## src/rtl/msix_vc_pkg.sv

```systemverilog
// Shared types and bit positions for the vector mask/pending controller.
// Assumes a 16-bit control word with enable and mask-all in its upper byte.
package msix_vc_pkg;
    localparam int CTL_EN_BIT   = 15;
    localparam int CTL_MASK_BIT = 14;
    localparam int CTL_SIZE_W   = 11;

    typedef struct packed {
        logic fn_en;
        logic fn_mask;
    } fn_ctl_t;
endpackage

```

## src/rtl/msix_ctl_reg.sv

```systemverilog
// Function control register: holds enable and mask-all, forms the readback
// word and the legacy-line deassert pulse.
// Assumes the configuration decoder has already extracted the two writable bits.
module msix_ctl_reg
    import msix_vc_pkg::*;
#(
    parameter int NUM_VEC = 8
) (
    input  logic        clk,
    input  logic        rst_n,
    input  logic        wr_en,
    input  logic        wr_fn_en,
    input  logic        wr_fn_mask,
    output fn_ctl_t     ctl,
    output logic [15:0] ctl_word,
    output logic        intx_clr
);
    localparam logic [CTL_SIZE_W-1:0] SIZE_FIELD = CTL_SIZE_W'(NUM_VEC - 1);

    // Control bits and deassert pulse register.
    always_ff @(posedge clk) begin
        if (!rst_n) begin
            ctl      <= '0;
            intx_clr <= 1'b0;
        end else begin
            if (wr_en) begin
                ctl.fn_en   <= wr_fn_en;
                ctl.fn_mask <= wr_fn_mask;
            end
            intx_clr <= wr_en && wr_fn_en;
        end
    end

    // Readback word with the fixed table-size field.
    always_comb begin
        ctl_word                 = '0;
        ctl_word[CTL_EN_BIT]     = ctl.fn_en;
        ctl_word[CTL_MASK_BIT]   = ctl.fn_mask;
        ctl_word[CTL_SIZE_W-1:0] = SIZE_FIELD;
    end

    assert_intx_pulse_R9: assert property (@(posedge clk) disable iff (!rst_n)
        intx_clr |-> $past(wr_en && wr_fn_en));

    assert_ctl_holds_R2: assert property (@(posedge clk) disable iff (!rst_n)
        ($past(rst_n) && !$past(wr_en)) |-> (ctl == $past(ctl)));
endmodule

```

## src/rtl/msix_vec_state.sv

```systemverilog
// Per-vector mask and pending bits. Mask bits come from the vector control
// port; pending bits collect requests and clear when their vector is granted.
// Assumes grant is one-hot or zero and only covers requested or pending vectors.
module msix_vec_state #(
    parameter int NUM_VEC = 8,
    parameter int IW      = 3
) (
    input  logic               clk,
    input  logic               rst_n,
    input  logic               vc_wr_en,
    input  logic [IW-1:0]      vc_wr_idx,
    input  logic               vc_wr_mask,
    input  logic [NUM_VEC-1:0] evt,
    input  logic [NUM_VEC-1:0] grant,
    output logic [NUM_VEC-1:0] vmask,
    output logic [NUM_VEC-1:0] pend
);
    for (genvar v = 0; v < NUM_VEC; v++) begin : g_vec
        // Mask bit: set on reset, written by the per-vector control port.
        always_ff @(posedge clk) begin
            if (!rst_n)
                vmask[v] <= 1'b1;
            else if (vc_wr_en && (vc_wr_idx == IW'(v)))
                vmask[v] <= vc_wr_mask;
        end

        // Pending bit: accumulates requests, cleared by a grant.
        always_ff @(posedge clk) begin
            if (!rst_n)
                pend[v] <= 1'b0;
            else
                pend[v] <= (pend[v] | evt[v]) & ~grant[v];
        end

        assert_event_kept_R11: assert property (@(posedge clk) disable iff (!rst_n)
            ($past(rst_n) && $past(evt[v]) && !$past(grant[v])) |-> pend[v]);

        assert_grant_clears_R6: assert property (@(posedge clk) disable iff (!rst_n)
            ($past(rst_n) && $past(grant[v])) |-> !pend[v]);
    end
endmodule

```

## src/rtl/msix_pick.sv

```systemverilog
// Lowest-index picker: isolates the lowest set candidate bit and encodes it.
// Assumes NUM_VEC fits in IW bits.
module msix_pick #(
    parameter int NUM_VEC = 8,
    parameter int IW      = 3
) (
    input  logic [NUM_VEC-1:0] cand,
    output logic [NUM_VEC-1:0] grant,
    output logic [IW-1:0]      idx,
    output logic               any
);
    // Two's-complement trick isolates the lowest set bit.
    always_comb begin
        grant = cand & (~cand + NUM_VEC'(1));
        any   = |cand;
    end

    // Encode the one-hot grant into an index.
    always_comb begin
        idx = '0;
        for (int i = 0; i < NUM_VEC; i++) begin
            if (grant[i]) idx = IW'(i);
        end
    end

    always_comb begin
        assert_single_grant_R8: assert ($onehot0(grant));
        assert_grant_in_cand_R8: assert ((grant & ~cand) == '0);
    end
endmodule

```

## src/rtl/msix_vec_ctrl.sv

```systemverilog
// Top of the vector mask/pending controller. Combines the function control,
// per-vector state and lowest-index picker; registers one message per clock.
// Assumes requests are single-cycle strobes per event.
module msix_vec_ctrl
    import msix_vc_pkg::*;
#(
    parameter int NUM_VEC = 8,
    localparam int IW = (NUM_VEC > 1) ? $clog2(NUM_VEC) : 1
) (
    input  logic               clk,
    input  logic               rst_n,
    input  logic               ctl_wr_en,
    input  logic               ctl_wr_fn_en,
    input  logic               ctl_wr_fn_mask,
    output logic [15:0]        ctl_word,
    output logic               intx_deassert,
    input  logic               vc_wr_en,
    input  logic [IW-1:0]      vc_wr_idx,
    input  logic               vc_wr_mask,
    output logic [NUM_VEC-1:0] vec_mask,
    output logic [NUM_VEC-1:0] pend_bits,
    input  logic [NUM_VEC-1:0] evt_req,
    output logic               msg_valid,
    output logic [IW-1:0]      msg_vec,
    output logic               busy
);
    fn_ctl_t            ctl;
    logic [NUM_VEC-1:0] eff_mask;
    logic [NUM_VEC-1:0] cand;
    logic [NUM_VEC-1:0] grant;
    logic [IW-1:0]      pick_idx;
    logic               pick_any;

    msix_ctl_reg #(.NUM_VEC(NUM_VEC)) u_ctl (
        .clk        (clk),
        .rst_n      (rst_n),
        .wr_en      (ctl_wr_en),
        .wr_fn_en   (ctl_wr_fn_en),
        .wr_fn_mask (ctl_wr_fn_mask),
        .ctl        (ctl),
        .ctl_word   (ctl_word),
        .intx_clr   (intx_deassert)
    );

    msix_vec_state #(.NUM_VEC(NUM_VEC), .IW(IW)) u_state (
        .clk        (clk),
        .rst_n      (rst_n),
        .vc_wr_en   (vc_wr_en),
        .vc_wr_idx  (vc_wr_idx),
        .vc_wr_mask (vc_wr_mask),
        .evt        (evt_req),
        .grant      (grant),
        .vmask      (vec_mask),
        .pend       (pend_bits)
    );

    // Deliverable set: pending or newly requested, unmasked, function enabled.
    always_comb begin
        eff_mask = vec_mask | {NUM_VEC{ctl.fn_mask}};
        cand     = ctl.fn_en ? ((pend_bits | evt_req) & ~eff_mask) : '0;
        busy     = ctl.fn_en && |(pend_bits & ~eff_mask);
    end

    msix_pick #(.NUM_VEC(NUM_VEC), .IW(IW)) u_pick (
        .cand  (cand),
        .grant (grant),
        .idx   (pick_idx),
        .any   (pick_any)
    );

    // Message register: one vector index per clock.
    always_ff @(posedge clk) begin
        if (!rst_n) begin
            msg_valid <= 1'b0;
            msg_vec   <= '0;
        end else begin
            msg_valid <= pick_any;
            msg_vec   <= pick_idx;
        end
    end

    assert_sent_only_enabled_R3: assert property (@(posedge clk) disable iff (!rst_n)
        msg_valid |-> $past(ctl.fn_en));

    assert_sent_unmasked_R3: assert property (@(posedge clk) disable iff (!rst_n)
        msg_valid |-> (($past(eff_mask) >> msg_vec) & NUM_VEC'(1)) == '0);

    assert_sent_not_pending_R6: assert property (@(posedge clk) disable iff (!rst_n)
        msg_valid |-> (((pend_bits >> msg_vec) & NUM_VEC'(1)) == '0));
endmodule

```

## config.mk

```make
export PLATFORM = sky130hd
export DESIGN_NAME = msix_vec_ctrl
export DESIGN_NICKNAME = d
export VERILOG_FILES = /design/src/rtl/msix_vc_pkg.sv /design/src/rtl/msix_ctl_reg.sv /design/src/rtl/msix_vec_state.sv /design/src/rtl/msix_pick.sv /design/src/rtl/msix_vec_ctrl.sv
export SDC_FILE = /design/constraint.sdc
export NUM_CORES = 1
export LEC_CHECK = 0
export BUFFER_PORTS_ARGS = -buffer_cell sky130_fd_sc_hd__buf_2
export CORE_MARGIN = 8
export CORE_UTILIZATION = 25
export CTS_CLUSTER_SIZE = 10
export DETAILED_ROUTE_END_ITERATION = 10
export GPL_ROUTABILITY_DRIVEN = 1
export PLACE_DENSITY = 0.49
export SLEW_MARGIN = 40
export SYNTH_ARGS = -nofsm -noshare
export SYNTH_HDL_FRONTEND = slang
export SYNTH_HIERARCHICAL = 1
export SYNTH_SLANG_ARGS = --single-unit
```

## constraint.sdc

```tcl
create_clock -name clk -period 2.4 [get_ports clk]
set_clock_uncertainty 0.05 [all_clocks]
set_input_delay 0.24 -clock clk [delete_from_list [all_inputs] [get_ports clk]]
set_output_delay 0.24 -clock clk [all_outputs]
set_load 0.01 [all_outputs]
```

==> impl_metrics.ini, run 1 <==
[synthesis]
synth.top_cells.by_count = dfxtp_1, nor2_1, buf_4
synth_edf_count = 0
synth_async_sr_flop_share = 0
syn_avg_cell_area_um2 = 8.793
muxShareOfSynthArea = 0.07797
synth_top_area_frac = 0.3587
synth_ff_type = dfxtp_1
synth_cells = 146
synth-seq-cells = 23
synth-simple-area-share = 0.3694
synth-warning-count = 6
synth.distinct_cells = 32
seq_area_frac_synth = 0.3587
synth.most_common_cell = dfxtp_1
netlist_top_cells_area = dfxtp_1, buf_4, mux2i_1
synth_area_um2 = 1284
yosys.area.top_type = dfxtp_1
synth_fa_ha_area_frac = 0
synth-compound-area-share = 0.06043
synth_top_family_by_area = simple AND/OR/NAND/NOR gates
synth_xor_area_frac = 0

[clock_tree]
clock_sinks = 23
clkLatencyLatePin_ns = 0.26
cts_tree = built
cts_buffer_depth = 2
htree_levels = 1
cts-resized-gates = 0
cts_buffers = 3
post_cts.repair.setup_buffers = 0
clkSlewWorstSetupHoldPaths_ns = 0.08
cts-root-buf = clkbuf_8
hold_buffers = 0

[timing]
rsz0062_at_grt = no
setup_viol = 0
finalCriticalPeriod_ns = 1.918
finalCritPeriodShare = 0.7994
setup_tns_ns = 0
max_freq_mhz = 521.2
relSlewSlack = 0.5997
finalHoldViolations = 0
setup_ws_ns = 0.4815
tightest_slew_ns = 0.5958
drv_slew = 0

[finish]
diodes = 0
nets = 203
area_delta_synth_final_pct = 19.40
drive_gt1_frac = 0.2826
post-route-util = 0.3040

[place]
gp_congestion = 0.7173
numPortBuffers = 41
dpl.hpwl_um = 2608
place_ws_ns = 0.4764

[job]
maxCapViolations = 0

[drt]
dr_total_vias = 1034
postRouteAntennaNets = 0
detail_route.wirelength_um = 3262
drc = 0
routedWlPerCell_um = 12.84
drtPass1Iterations = 4
vias_per_cell = 4.071
drtIter0Drc = 83

[critical_path]
crit_type = reg2reg
cp-end-kind = register
crit_path_start_kind = register
cp.required_ns = 2.56
critPathArrivalTime_ns = 2.08
regToRegSetupSlack_ns = 0.48
critPathMaxFanout = 9

[die]
die_x_um = 87.66
num_rows = 26
core_area_um2 = 5042
initial_utilization = 0.2546
ios = 56
fp.dieH_um = 87.66
dieArea_um2 = 7684

[global_routing]
track_usage = 0.08741
grt_max_degree = 25
antenna_found_initial = 0
overflow = 0
grt_pass1_vias = 1067
grt_pass1_wl_um = 5202

[power]
ir_worst_vdd_v = 0.0002804
power_density_nw_per_um2 = 499.6
p_leak_nw = 0.7162

[hold_path]
hold_class = in2reg

[outcome]
outcome = finished clean
-- per-stage QoR --
| stage | hold WS [ns] | cells | power [W] | cell area, µm² |
|---|---|---|---|---|
| after global routing | 0.1794 | 254 | 0.0008123 | 1533 |
| after detailed placement | 0.4492 | 250 | 0.0005308 | 1488 |
| after global placement | 0.4477 | 250 | 0.0005302 | 1488 |
| after floorplan | 0.3117 | 158 | 0.0004993 | 1329 |
| after CTS | 0.1715 | 254 | 0.0007780 | 1533 |
| final | 0.1788 | 254 | 0.0007658 | 1533 |
-- worst max-delay path, stage by stage, from the launching register on --
cell and delay, ns:
dfxtp_1 0.32, nand2b_1 0.29, nor3_1 0.57, inv_1 0.12, a221o_1 0.33, o21ai_1 0.06, and2_1 0.12
-- registers in the layout (all words and copies together), names as in the netlist --
name,cells
u_ctl/ctl,2
u_state/pend,8
msg_vec,3
msg_valid,1
u_ctl/intx_clr,1
u_state/vmask,8
-- layer usage --
metal	share of wire	global-route usage	up-vias
li1	-	-	540
met1	0.45	0.09859	460
met2	0.48	0.1536	32
met5	0	0	-
met3	0.070	0.03377	2
met4	0.0058	0.01406	0
-- layout by cell type (no fill, tap or decap), drive strengths merged --
cell type,count
a21oi,1
dfxtp,23
nand4b,3
nor3b,9
nor4b,2
and3,2
and2,5
a2111oi,1
o21ai,2
a31oi,1
inv,6
nand2b,3
nor3,8
nor2,23
or4,1
nand2,1
conb,14
clkbuf,4
nor4,1
a22oi,2
buf,42
nor2b,14
and4bb,3
a221o,1
nand4,1
mux2i,10
nand3,1
-- final timing paths --
kind	start	endpoint	cells past startpoint
max reg2reg	u_ctl/ctl[0]	msg_vec[0]	6
min	ctl_wr_fn_en	u_ctl/intx_clr	2
min reg2reg	u_state/pend[1]	u_state/pend[1]	2
max	u_ctl/ctl[0]	msg_vec[0]	6
-- logic make-up (layout without fill, tap and decap cells) --
family / after synthesis / count (layout)
other: 2 / 14
AO/OA/AOI/OAI: 8 / 8
buffers and inverters: 26 / 52
flip-flops: 23 / 23
AND/OR/NAND/NOR: 77 / 77
multiplexers: 10 / 10
-- area by class of cell --
| type | instances | area [µm²] |
|---|---|---|
| multi-input cells | 109 | 704.4 |
| well taps | 70 | 87.58 |
| flip-flops and latches | 23 | 460.4 |
| fillers | 563 | 3510 |
| repair buffers | 42 | 212.7 |
| inverters | 6 | 22.52 |
| clock buffers | 4 | 45.04 |
-- report_power, final --
| group | internal, W | switching (W) | leakage (nW) |
|---|---|---|---|
| registers | 0.000398 | 0.0000154 | 0.189 |
| logic | 0.0000463 | 0.0000604 | 0.504 |
| clock network | 0.000119 | 0.000127 | 0.0228 |
| total | 0.000563 | 0.000203 | 0.716 |
(Power assumes the default switching activity.)
==> run 2, diff against run 1 <==
Clock period 2.4 ns to 1.85 ns, I/O delays scaled along.
==> run 2 against run 1 <==
Maximum frequency increased by 13%. Register-to-register slack lost 0.33 ns. Cell count up 3.5%. Power up 30%. Core utilization is 1.6 points higher. Non-clock buffer count grew 9. Critical endpoint is now msg_vec[2]. Design area increased by 5.3%. Wire length grew 6.8%. Via count rose by 4.6%.
==> impl_metrics.ini, run 2 (synthesized netlist as in run 1, its figures left out) <==
[place]
numPortBuffers = 41
place_ws_ns = 0.1487
dpl.hpwl_um = 2768
post_dp_cell_area_um2 = 1555
gp_congestion = 0.7484

[critical_path]
critPathArrivalTime_ns = 1.85
cp.required_ns = 2.01
critPathMaxFanout = 6
r2r_cells = 6
cp-end-kind = register
crit_type = reg2reg
crit_path_start_kind = register

[clock_tree]
cts_buffers = 3
clock_sinks = 23
post_cts.repair.setup_buffers = 0
cts_tree = built
clkSlewWorstSetupHoldPaths_ns = 0.08
htree_levels = 1
hold_buffers = 0
cts_buffer_depth = 2
cts-root-buf = clkbuf_8
clkLatencyLatePin_ns = 0.26

[power]
clock_power_share = 0.314
power_density_nw_per_um2 = 617.0
p_seq_frac = 0.538
power_switching_w = 0.0002608
ir_worst_vdd_v = 0.0002744
pwr-share-comb = 0.148
intPower_w = 0.0007351
p_leak_nw = 0.7666
p_sw_frac = 0.2619

[die]
initial_utilization = 0.2546
num_rows = 26
ios = 56
dieArea_um2 = 7684
fp.dieH_um = 87.66
die_x_um = 87.66
core_area_um2 = 5042

[finish]
area_delta_synth_final_pct = 25.73
layout_commonest_cell = buf_2
design_area_um2 = 1614
post-route-util = 0.3201
nets = 212
diodes = 0
drive_gt1_frac = 0.3212
top_regs = u_state/pend (8), u_state/vmask (8), msg_vec (3)
layout_common_cells = buf_2, dfxtp_1, nor2_1, nor2b_1, conb_1

[drt]
routedWlPerCell_um = 13.24
vias_per_cell = 4.114
detail_route.wirelength_um = 3483
postRouteAntennaNets = 0
drc = 0
dr_total_vias = 1082
drtPass1Iterations = 4
drtIter0Drc = 92

[timing]
setup_ws_ns = 0.1563
rsz0062_at_grt = no
hold_ws_ns = 0.1282
setup_viol = 0
finalCritPeriodShare = 0.9155
drv_slew = 0
finalCriticalPeriod_ns = 1.694
max_freq_mhz = 590.4
finalHoldViolations = 0
setup_tns_ns = 0

[hold_path]
hold_depth = 2
hold_class = in2reg

[global_routing]
overflow = 0
grt_pass1_wl_um = 5506
grt_pass1_vias = 1084
antenna_found_initial = 0
track_usage = 0.09227
grt_max_degree = 16

[outcome]
outcome = finished clean

[job]
maxCapViolations = 0
-- run 2: cell count changes in the layout (fill, tap and decap cells not counted), sizes merged --
| cell | delta |
|---|---|
| buf | +9 |
-- run 2: critical path, cell delays in order, from the launching register on --
cell and delay (ns):
dfxtp_1 0.34, nand2b_1 0.22, nor3_1 0.08, buf_4 0.16, or4_4 0.55, a21oi_2 0.12
and2_1 0.12
-- run 2: final timing paths --
path / start / endpoint / slack, ns
max: u_ctl/ctl[0] / msg_vec[2] / 0.16
min: ctl_wr_fn_en / u_ctl/intx_clr / 0.13
max reg2reg: u_ctl/ctl[0] / msg_vec[2] / 0.16
min reg2reg: u_state/pend[6] / u_state/pend[6] / 0.47
-- run 2: layout make-up --
type	instances	area, µm²
fillers	555	3428
multi-input cells	109	718.2
flip-flops and latches	23	460.4
repair buffers	51	280.3
well taps	70	87.58
clock buffers	4	45.04
inverters	6	22.52
-- run 2: per-stage QoR --
stage	std cells	total power [W]
after global placement	259	0.0006967
final	263	0.0009959
after CTS	263	0.001023
after floorplan	158	0.0006478
after global routing	263	0.001058
after detailed placement	259	0.0006961
-- run 2: power groups by stage --
stage	sequential, W	combinational, W	clock (W)
2_1_floorplan	0.000553	0.0000947	0
3_5_place_dp	0.000549	0.000148	0
6_report	0.000536	0.000147	0.000312
5_1_grt	0.000541	0.000165	0.000351
4_1_cts	0.000537	0.000148	0.000337
3_3_place_gp	0.000549	0.000148	0
-- run 2: repair_timing --
| action | CTS | global route |
|---|---|---|
| endpoints found under the setup margin | 0 | 2 |
| hold endpoints to repair | 0 | 0 |
| resized for setup | 0 | 2 |
-- run 2: metal layers --
| layer | track usage | vias up | share of wire |
|---|---|---|---|
| met5 | 0 | - | 0 |
| met4 | 0.01406 | 0 | 0.0055 |
| met3 | 0.03283 | 2 | 0.064 |
| met2 | 0.1529 | 29 | 0.48 |
| met1 | 0.1132 | 488 | 0.45 |
| li1 | - | 563 | - |
==> run 3, diff against run 2 <==
Settings changed: CORE_ASPECT_RATIO from default to 0.75, CTS_CLUSTER_DIAMETER from default to 80.
==> run 3 against run 2 <==
Count of clock-buffer cells in the layout did not move. First-iteration DRC count down 43%. Cell count is 4.6% lower. Maximum frequency increased by 0.57%. Non-clock buffer count shrank 2. Sequential power about the same. Worst hold slack better by 0.0049 ns. Design area down 0.23%.
==> impl_metrics.ini, run 3 (synthesized netlist as in run 1, its figures left out) <==
[outcome]
outcome = finished clean

[timing]
finalCriticalPeriod_ns = 1.684
setup_viol = 0
finalCritPeriodShare = 0.9103
setup_tns_ns = 0
drv_slew = 0
rsz0062_at_grt = no
finalHoldViolations = 0
relSlewSlack = 0.6402
tightest_slew_ns = 0.5386
max_freq_mhz = 593.8

[job]
maxCapViolations = 0

[die]
core_area_um2 = 4927
fp.dieH_um = 78.06
die_x_um = 98.75
num_rows = 22
dieArea_um2 = 7708
initial_utilization = 0.2605
ios = 56

[power]
power_density_nw_per_um2 = 614.3
power.total_w = 0.0009893
clock_power_share = 0.310
p_leak_nw = 0.7649
pwr-share-comb = 0.148
power_switching_w = 0.0002550
p_seq_frac = 0.541
ir_worst_vdd_v = 0.0003024
p_sw_frac = 0.2578
intPower_w = 0.0007343

[place]
placed_cells = 247
gp_congestion = 0.7229
post_dp_cell_area_um2 = 1528
numPortBuffers = 41
dpl.hpwl_um = 2623

[finish]
layout.cells.non_filler = 251
layout_commonest_cell = buf_2
top_regs = u_state/pend (8), u_state/vmask (8), msg_vec (3)
diodes = 0
post-route-util = 0.3268
drive_gt1_frac = 0.3403
nets = 210
area_delta_synth_final_pct = 25.44
layout_common_cells = buf_2, dfxtp_1, nor2_1, nor2b_1, conb_1
design_area_um2 = 1610

[hold_path]
min_delay_worst_endpoint = u_ctl/intx_clr
hold_depth = 2
min-delay-start = ctl_wr_fn_en
hold_class = in2reg

[global_routing]
busiest_layer = met2
grt_util_met3 = 0.03877
overflow = 0
antenna_found_initial = 0
track_usage = 0.08764
grt_pass1_wl_um = 5526
grt_util_met2 = 0.1366
grt_pass1_vias = 1084
grt_max_degree = 24
use_met1 = 0.1123

[critical_path]
cp_cell_sequence = nand2b_2 > nor3_2 > buf_4 > nor2_1 > a221o_1 > o21ai_1 > and2_1
regToRegSetupSlack_ns = 0.17
r2r_cells = 7
critPathArrivalTime_ns = 1.85
critPathMaxFanout = 5
r2r_start = u_ctl/ctl[0]
cp.required_ns = 2.01
cp_top_family = simple AND/OR/NAND/NOR gates
slowest_stage = dfxtp_1
crit_path_start_kind = register
crit_type = reg2reg
r2r_end = msg_vec[0]
cp-end-kind = register
cpPeakStageDelay_ns = 0.32
path_buf_inv = 1

[drt]
vias_per_cell = 4.227
drtPass1Iterations = 4
routedWlPerCell_um = 13.14
postRouteAntennaNets = 0
detail_route.wirelength_um = 3298
dr_total_vias = 1061
drtIter0Drc = 52
drc = 0

[clock_tree]
cts-root-buf = clkbuf_8
cts_buffer_depth = 2
htree_levels = 1
clock_sinks = 23
clkLatencyLatePin_ns = 0.26
cts-resized-gates = 0
cts_buffers = 3
post_cts.repair.setup_buffers = 0
clkSlewWorstSetupHoldPaths_ns = 0.08
cts_tree = built
hold_buffers = 0
## run 3: layer usage
metal | routed length (µm) | share of wire
met5 | 0 | 0
met2 | 1407 | 0.43
met1 | 1664 | 0.50
met4 | 10 | 0.0030
met3 | 214 | 0.065
## run 3: how the worst max path moves through the flow
stage | cells after the start | end | slack, ns | startpoint
6_report | 7 | msg_vec[0] | 0.17 | u_ctl/ctl[0]
5_1_grt | 6 | u_state/pend[4] | 0.01 | u_ctl/ctl[0]
4_1_cts | 7 | msg_vec[0] | 0.07 | u_ctl/ctl[0]
3_5_place_dp | 7 | msg_vec[0] | 0.09 | u_ctl/ctl[0]
3_3_place_gp | 7 | msg_vec[0] | 0.11 | u_ctl/ctl[0]
2_1_floorplan | 7 | msg_vec[0] | 0.1 | u_ctl/ctl[0]
## run 3: cell type report
| type | instances | area, µm² |
|---|---|---|
| Clock buffer | 4 | 45.04 |
| Fill cell | 540 | 3317 |
| Inverter | 6 | 22.52 |
| Multi-Input combinational cell | 109 | 742.0 |
| Sequential cell | 23 | 460.4 |
| Tap cell | 60 | 75.07 |
| Timing Repair Buffer | 49 | 265.3 |
## run 3: metrics by stage
step / setup WS (ns) / hold WS, ns
after global routing: 0.01050 / 0.1329
after CTS: 0.06996 / 0.1265
after floorplan: 0.09793 / 0.2567
final: 0.1660 / 0.1331
after detailed placement: 0.09049 / 0.4026
after global placement: 0.1138 / 0.3989
## run 3: power by group through the flow
stage / clock network [W] / logic [W] / registers (W)
floorplan: 0 / 0.0000947 / 0.000553
global placement: 0 / 0.000146 / 0.000547
detailed placement: 0 / 0.000145 / 0.000547
CTS: 0.000327 / 0.000146 / 0.000536
global route: 0.000347 / 0.000163 / 0.000539
finish: 0.000307 / 0.000147 / 0.000535
## run 3: worst reg2reg max path, stage by stage, from the launching register on
cell      delay, ns
dfxtp_1        0.32
nand2b_2       0.23
nor3_2         0.32
buf_4          0.18
nor2_1         0.03
a221o_1        0.32
o21ai_1        0.07
and2_1         0.12
